===== src/rtl/trim_pkg.sv =====
// Shared types and helpers for the trim pulse sequencer.
// Assumes the trim word is {cadence bit, two's complement count}.
package trim_pkg;

    typedef enum logic {
        MODE_SLOW = 1'b0,
        MODE_FAST = 1'b1
    } trim_mode_e;

    // Magnitude of a two's complement count. The most negative value maps to 2^(W-1).
    function automatic logic [6:0] count_mag7(input logic [6:0] c);
        return c[6] ? (~c + 7'd1) : c;
    endfunction

endpackage


===== src/rtl/trim_timebase.sv =====
// Seconds and minutes counters driven by the 1 Hz tick.
// The counters show the slot of the coming tick. Both are zero after reset.
// The minute counter wraps at the length of the slow-cadence cycle.
module trim_timebase #(
    parameter int SECS  = 60,
    parameter int MINS  = 120,
    parameter int SEC_W = $clog2(SECS),
    parameter int MIN_W = $clog2(MINS)
) (
    input  logic             clk,
    input  logic             rst_n,
    input  logic             tick,
    output logic [SEC_W-1:0] sec,
    output logic [MIN_W-1:0] min
);
    localparam logic [SEC_W-1:0] SEC_LAST = SEC_W'(SECS - 1);
    localparam logic [MIN_W-1:0] MIN_LAST = MIN_W'(MINS - 1);

    // Advance the second slot, and the minute slot on second wrap.
    always_ff @(posedge clk) begin
        if (!rst_n) begin
            sec <= '0;
            min <= '0;
        end else if (tick) begin
            if (sec == SEC_LAST) begin
                sec <= '0;
                min <= (min == MIN_LAST) ? '0 : min + 1'b1;
            end else begin
                sec <= sec + 1'b1;
            end
        end
    end

    p_sec_range_r7: assert property (@(posedge clk) disable iff (!rst_n)
        sec <= SEC_LAST);
    p_sec_moves_r7: assert property (@(posedge clk) disable iff (!rst_n)
        tick |=> sec != $past(sec));
    p_sec_hold_r7: assert property (@(posedge clk) disable iff (!rst_n)
        !tick |=> $stable(sec) && $stable(min));

endmodule


===== src/rtl/trim_window.sv =====
// Window boundary detection and capture of the trim word.
// The boundary rule comes from the cadence of the current window.
// While a window opens, the outputs pass the fresh word through so that pulse 0 can fire on that same tick.
module trim_window #(
    parameter int SECS      = 60,
    parameter int MINS_SLOW = 120,
    parameter int MINS_FAST = 4,
    parameter int CNT_W     = 7,
    parameter int SEC_W     = $clog2(SECS),
    parameter int MIN_W     = $clog2(MINS_SLOW)
) (
    input  logic                clk,
    input  logic                rst_n,
    input  logic                tick,
    input  logic [SEC_W-1:0]    sec,
    input  logic [MIN_W-1:0]    min,
    input  logic [CNT_W:0]      word,
    output logic                open,
    output trim_pkg::trim_mode_e mode,
    output logic [CNT_W-1:0]    mag,
    output logic                neg
);
    import trim_pkg::*;

    trim_mode_e       mode_q;
    logic [CNT_W-1:0] mag_q;
    logic             neg_q;
    logic             boundary;
    trim_mode_e       word_mode;
    logic             word_neg;
    logic [CNT_W-1:0] word_mag;

    // Decode the live word and find the boundary implied by the latched cadence.
    always_comb begin
        word_mode = trim_mode_e'(word[CNT_W]);
        word_neg  = word[CNT_W-1];
        word_mag  = word_neg ? (~word[CNT_W-1:0] + 1'b1) : word[CNT_W-1:0];
        boundary  = (sec == '0) &&
                    ((min == '0) ||
                     ((mode_q == MODE_FAST) && ((min % MIN_W'(MINS_FAST)) == '0)));
        open = tick && boundary;
        mode = open ? word_mode : mode_q;
        mag  = open ? word_mag  : mag_q;
        neg  = neg_q;
    end

    // Capture the trim word only when a window opens.
    always_ff @(posedge clk) begin
        if (!rst_n) begin
            mode_q <= MODE_SLOW;
            mag_q  <= '0;
            neg_q  <= 1'b0;
        end else if (open) begin
            mode_q <= word_mode;
            mag_q  <= word_mag;
            neg_q  <= word_neg;
        end
    end

    p_open_needs_tick_r9: assert property (@(posedge clk) disable iff (!rst_n)
        open |-> tick && sec == '0);
    p_word_ignored_r6: assert property (@(posedge clk) disable iff (!rst_n)
        !open |=> $stable(mode_q) && $stable(neg_q) && $stable(mag_q));

endmodule


===== src/rtl/trim_pulser.sv =====
// Pulse scheduling inside a window: remaining count, first-minute flag and overflow burst.
// Assumes consecutive ticks are further apart than the longest burst plus one cycle.
module trim_pulser #(
    parameter int SECS  = 60,
    parameter int CNT_W = 7,
    parameter int SEC_W = $clog2(SECS)
) (
    input  logic                 clk,
    input  logic                 rst_n,
    input  logic                 tick,
    input  logic                 open,
    input  trim_pkg::trim_mode_e mode,
    input  logic [CNT_W-1:0]     mag,
    input  logic [SEC_W-1:0]     sec,
    output logic                 strobe
);
    import trim_pkg::*;

    localparam logic [SEC_W-1:0] SEC_LAST = SEC_W'(SECS - 1);

    logic [CNT_W-1:0] rem_q;
    logic [CNT_W-1:0] burst_q;
    logic             first_q;
    logic             strobe_q;
    logic [CNT_W-1:0] eff_rem;
    logic [CNT_W-1:0] rem_after;
    logic             eff_first;
    logic             fire;
    logic             last_sec;

    // Pick the per-tick pulse decision from the latched or freshly opened window.
    always_comb begin
        eff_rem   = open ? mag : rem_q;
        eff_first = open | first_q;
        last_sec  = (sec == SEC_LAST);
        fire      = tick && (eff_rem != '0) &&
                    ((mode == MODE_FAST) ? eff_first : (sec == '0));
        rem_after = eff_rem - CNT_W'(fire);
    end

    // Track the remaining pulses and move the fast-cadence excess into the burst counter.
    always_ff @(posedge clk) begin
        if (!rst_n) begin
            rem_q   <= '0;
            burst_q <= '0;
            first_q <= 1'b0;
        end else if (tick) begin
            first_q <= eff_first && !last_sec;
            if ((mode == MODE_FAST) && last_sec && fire) begin
                burst_q <= rem_after;
                rem_q   <= '0;
            end else begin
                rem_q   <= rem_after;
            end
        end else if (burst_q != '0) begin
            burst_q <= burst_q - 1'b1;
        end
    end

    // Register the strobe: a tick pulse or one step of a burst.
    always_ff @(posedge clk) begin
        if (!rst_n) strobe_q <= 1'b0;
        else        strobe_q <= fire || (burst_q != '0);
    end

    assign strobe = strobe_q;

    p_burst_fast_only_r5: assert property (@(posedge clk) disable iff (!rst_n)
        burst_q != '0 |-> mode == MODE_FAST);
    p_burst_after_last_sec_r5: assert property (@(posedge clk) disable iff (!rst_n)
        $rose(burst_q != '0) |-> sec == '0);
    p_burst_empties_rem_r5: assert property (@(posedge clk) disable iff (!rst_n)
        burst_q != '0 |-> rem_q == '0);
    p_slow_on_minute_r3: assert property (@(posedge clk) disable iff (!rst_n)
        strobe_q && mode == MODE_SLOW |-> sec == SEC_W'(1));
    p_no_tick_in_burst_r8: assert property (@(posedge clk) disable iff (!rst_n)
        burst_q != '0 |-> !tick);

endmodule


===== src/rtl/trim_pulse_sequencer.sv =====
// Top level of the clock trim pulse sequencer.
// Joins the timebase, the window capture and the pulse scheduler.
// The direction flag is the sign latched for the current window.
module trim_pulse_sequencer #(
    parameter int SECS      = 60,
    parameter int MINS_SLOW = 120,
    parameter int MINS_FAST = 4,
    parameter int CNT_W     = 7
) (
    input  logic           clk,
    input  logic           rst_n,
    input  logic           sec_tick,
    input  logic [CNT_W:0] trim_word,
    output logic           trim_strobe,
    output logic           trim_add
);
    import trim_pkg::*;

    localparam int SEC_W = $clog2(SECS);
    localparam int MIN_W = $clog2(MINS_SLOW);

    logic [SEC_W-1:0] sec;
    logic [MIN_W-1:0] min;
    logic             open;
    trim_mode_e       mode;
    logic [CNT_W-1:0] mag;
    logic             neg;

    trim_timebase #(.SECS(SECS), .MINS(MINS_SLOW), .SEC_W(SEC_W), .MIN_W(MIN_W)) u_time (
        .clk(clk), .rst_n(rst_n), .tick(sec_tick), .sec(sec), .min(min));

    trim_window #(.SECS(SECS), .MINS_SLOW(MINS_SLOW), .MINS_FAST(MINS_FAST),
                  .CNT_W(CNT_W), .SEC_W(SEC_W), .MIN_W(MIN_W)) u_win (
        .clk(clk), .rst_n(rst_n), .tick(sec_tick), .sec(sec), .min(min),
        .word(trim_word), .open(open), .mode(mode), .mag(mag), .neg(neg));

    trim_pulser #(.SECS(SECS), .CNT_W(CNT_W), .SEC_W(SEC_W)) u_pulse (
        .clk(clk), .rst_n(rst_n), .tick(sec_tick), .open(open), .mode(mode),
        .mag(mag), .sec(sec), .strobe(trim_strobe));

    assign trim_add = !neg;

    p_strobe_off_in_reset_r7: assert property (@(posedge clk)
        !rst_n |=> !trim_strobe);

endmodule


===== config.mk =====
export PLATFORM = sky130hd
export DESIGN_NAME = trim_pulse_sequencer
export DESIGN_NICKNAME = d
export VERILOG_FILES = /design/src/rtl/trim_pkg.sv /design/src/rtl/trim_timebase.sv /design/src/rtl/trim_window.sv /design/src/rtl/trim_pulser.sv /design/src/rtl/trim_pulse_sequencer.sv
export SDC_FILE = /design/constraint.sdc
export NUM_CORES = 1
export LEC_CHECK = 0
export BUFFER_PORTS_ARGS = -buffer_cell sky130_fd_sc_hd__buf_4
export CELL_PAD_IN_SITES_DETAIL_PLACEMENT = 1
export CELL_PAD_IN_SITES_GLOBAL_PLACEMENT = 1
export CORE_ASPECT_RATIO = 1.75
export CORE_MARGIN = 5
export CORE_UTILIZATION = 25
export DETAILED_ROUTE_END_ITERATION = 10
export GPL_TIMING_DRIVEN = 0
export PLACE_DENSITY = 0.57
export SLEW_MARGIN = 20
export SYNTH_ARGS = -nofsm -noshare
export SYNTH_HDL_FRONTEND = slang
export SYNTH_SLANG_ARGS = --single-unit

===== constraint.sdc =====
create_clock -name clk -period 7.3 [get_ports clk]
set_clock_uncertainty 0.1 [all_clocks]
set_input_delay 0.73 -clock clk [delete_from_list [all_inputs] [get_ports clk]]
set_output_delay 0.73 -clock clk [all_outputs]
set_load 0.005 [all_outputs]

==> results.json <==
{
  "status": "completed",
  "period_minus_slack_ns": 3.98,
  "ys_ff_latch": 31,
  "dieWidth_um": 78.0,
  "synth_top_family_by_area": "simple AND/OR/NAND/NOR gates",
  "critPathKind": "register to register",
  "routed_wl_um": 5820,
  "synth_cell_types": 54,
  "fp.dieH_um": 129,
  "die_area_mm2": 0.0101,
  "ios": 13,
  "relSlewSlack_pct": 60.3,
  "muxShareOfSynthArea_pct": 1.55,
  "p_per_area_mw_per_mm2": 285,
  "fill_cells": 957,
  "crit_slowest_cell": "or4_1",
  "cp.required_ns": 7.41,
  "slew_violations": 0,
  "postCtsHoldBufs": 0,
  "routedWlPerCell_um": 16.2,
  "final-hold-violation-count": 0,
  "cts_buffers": 5,
  "maxCapViolations": 0,
  "fmax_mhz": 251,
  "yosys_warnings": 0,
  "drt_iter0_markers": 58,
  "drc": 0,
  "critPathMaxFanout": 8,
  "antenna_found_initial": 0,
  "synth_top_cell_area_share_pct": 30.7,
  "start_kind": "register",
  "start_util_pct": 25.5,
  "via_per_inst": 5.20,
  "ys_async_sr_fraction_pct": 0,
  "grt.total_usage_pct": 12.5,
  "rsz0062_at_grt": "false",
  "multiInputGateArea_mm2": 0.00128,
  "critPathMostFrequentCell": "nand2_1",
  "synth_area_leader_cell": "dfxtp_1",
  "drtAntennaViolNets": 0,
  "nNetsFinal": 287,
  "p_comb_share_pct": 31.0,
  "synth_fa_ha_area_share_pct": 4.95,
  "worst_pin_slew_ns": 0.596,
  "cp.arrival_ns": 4.09,
  "met3_usage_pct": 3.08,
  "cts.repair.resized": 0,
  "grt-ovfl-total": 0,
  "grt_pass1_vias": 1944,
  "postSynthAreaPerCell_um2": 8.02,
  "cts_tree": "built",
  "clk_path_buf_depth": 2,
  "path_cells": "or4_1, o21bai_1, nand2_1, o221ai_2, o311a_1, ha_1, or4b_1, nand2_1, xnor2_1, or3b_2, a31oi_1",
  "pwr-share-clk_pct": 37.0,
  "worst_path_largest_cell_delay_ns": 0.55,
  "core-area_mm2": 0.00791,
  "num_vias": 1866,
  "cts_root_buf": "clkbuf_16",
  "ir_drop_uv": 141,
  "first_pass_iters": 4,
  "synth_area_mm2": 0.00202,
  "synthSimpleGateAreaFrac_pct": 30.2,
  "htree_levels": 2,
  "intPower_w": 0.000452,
  "switching_share_pct": 33.1,
  "numPortBuffers": 9,
  "grt_max_degree": 11,
  "seq_area_frac_synth_pct": 30.7,
  "mostFrequentLayoutCells": "dfxtp_1, nand2_1, nor2_1, a21oi_1, inv_1",
  "met1_usage_pct": 12.6,
  "end_kind": "register",
  "yosys-top-cells-area": "dfxtp_1, a21oi_1, ha_1",
  "grt_pass1_wl_um": 9870,
  "tns_ns": 0,
  "fin_ws_ns": 3.32,
  "switchingPower_w": 0.000224,
  "setup_viol": 0,
  "synthXorXnorAreaFrac_pct": 6.07,
  "dp_hpwl_um": 4550,
  "clk_latency_ns": 0.29,
  "grtUsageMet2_pct": 23.7,
  "synthFlopType": "dfxtp_1",
  "layout_commonest_cell": "dfxtp_1",
  "synth_edf_count": 0,
  "finalCritPeriodShare_pct": 54.5,
  "synth_compound_area_share_pct": 20.6,
  "seqPwrFrac_pct": 32.0,
  "syn2layout_area_growth_pct": 17.5,
  "drive_gt1_share_pct": 10.8,
  "critPathBufInv": 0,
  "hold_path.class": "register to register",
  "n_antenna_cell": 0,
  "gp_congestion": 0.713,
  "crit_family": "simple AND/OR/NAND/NOR gates",
  "clk_pin_slew_worst_paths_ns": 0.06,
  "cts_sinks": 31,
  "syn_inst": 252,
  "register_area_um2": 621,
  "num_rows": 43,
  "grt_busiest_layer": "met2",
  "synth_nets": 271,
  "dp_slack_ns": 3.06,
  "post-cts-setup-buffers": 0,
  "power.leakage_nw": 0.899
}
[power by group through the flow]
stage | clock (W) | combinational (W) | sequential [W]
2_1_floorplan | 0 | 0.000158 | 0.000212
3_3_place_gp | 0 | 0.000208 | 0.000218
3_5_place_dp | 0 | 0.000212 | 0.000219
4_1_cts | 0.000257 | 0.000213 | 0.000216
5_1_grt | 0.000264 | 0.000237 | 0.000219
6_report | 0.000250 | 0.000209 | 0.000216
[layer usage]
metal / up-vias / part of all wire [%]
li1: 941 / -
met1: 898 / 38
met2: 20 / 57
met3: 7 / 2.9
met4: 0 / 2.0
met5: - / 0
[logic make-up (layout without fill, tap and decap cells)]
family	count (synthesis)	in the layout
AO/OA/AOI/OAI	58	58
flip-flops	31	31
XOR/XNOR	14	14
AND/OR/NAND/NOR	111	111
buffers and inverters	27	44
multiplexers	3	3
adder cells (fa/ha/maj)	8	8
[cell type report]
| cell class | instances | area share (%) |
|---|---|---|
| plain buffers | 12 | 2.69 |
| multi-input cells | 194 | 53.9 |
| clock buffers | 6 | 5.85 |
| repair buffers | 9 | 2.85 |
| well taps | 90 | 4.74 |
| clock inverters | 2 | 1.48 |
| inverters | 15 | 2.37 |
| flip-flops and latches | 31 | 26.1 |
[state kept, by name (all words and copies together) (netlist names)]
name / flops
u_pulse.burst_q: 7
u_time.min: 7
u_win.mode_q: 1
u_pulse.first_q: 1
u_pulse.rem_q: 7
u_time.sec: 6
u_win.neg: 1
u_pulse.strobe: 1
[final timing paths]
kind / start / to / slack, ns / depth (start not counted)
max: u_time.min[5]$_SDFFE_PN0P_ / u_pulse.burst_q[3]$_SDFFE_PN0P_ / 3.32 / 11
min: u_win.neg$_SDFFE_PN0N_ / u_win.neg$_SDFFE_PN0N_ / 0.36 / 2
max reg2reg: u_time.min[5]$_SDFFE_PN0P_ / u_pulse.burst_q[3]$_SDFFE_PN0P_ / 3.32 / 11
min reg2reg: u_win.neg$_SDFFE_PN0N_ / u_win.neg$_SDFFE_PN0N_ / 0.36 / 2
[worst min-delay path, cell delays in order, from the launching register on]
cell     delay (ns)
dfxtp_1        0.31
nand2_1        0.05
a21oi_1        0.06
[cell usage after synthesis (2+ instances only)]
| cell | number |
|---|---|
| nand2b_1 | 6 |
| xnor2_1 | 6 |
| inv_1 | 13 |
| ha_1 | 8 |
| nor2_1 | 22 |
| a211oi_1 | 3 |
| clkinv_1 | 2 |
| a21oi_1 | 21 |
| or3_1 | 3 |
| clkbuf_1 | 8 |
| mux2i_1 | 2 |
| a31oi_1 | 4 |
| o41a_1 | 2 |
| a32o_1 | 2 |
| dfxtp_1 | 31 |
| a221o_1 | 2 |
| nor3b_1 | 2 |
| nand2_1 | 24 |
| o211ai_1 | 3 |
| and3_1 | 7 |
| or3b_2 | 2 |
| o31ai_1 | 2 |
| buf_6 | 2 |
| nand3b_1 | 5 |
| nor4_1 | 7 |
| nor2b_1 | 2 |
| o21ai_0 | 8 |
| or2_2 | 2 |
| o21bai_1 | 2 |
| nand4_1 | 3 |
| nand3_1 | 7 |
| nor3_1 | 10 |
| xor2_1 | 8 |
[per-stage QoR]
step                      std cells  utilization, %  hold WS, ns  total power (W)  cell area, µm²
after floorplan                 252               -        0.336         0.000370            2020
after global placement          351            27.8        0.347         0.000426            2200
after detailed placement        351            27.8        0.358         0.000431            2200
after CTS                       359            30.0        0.377         0.000686            2370
after global routing            359            30.0        0.411         0.000720            2370
final                           359            30.0        0.364         0.000676            2370
Note: power is estimated with default switching activity, not from simulation.
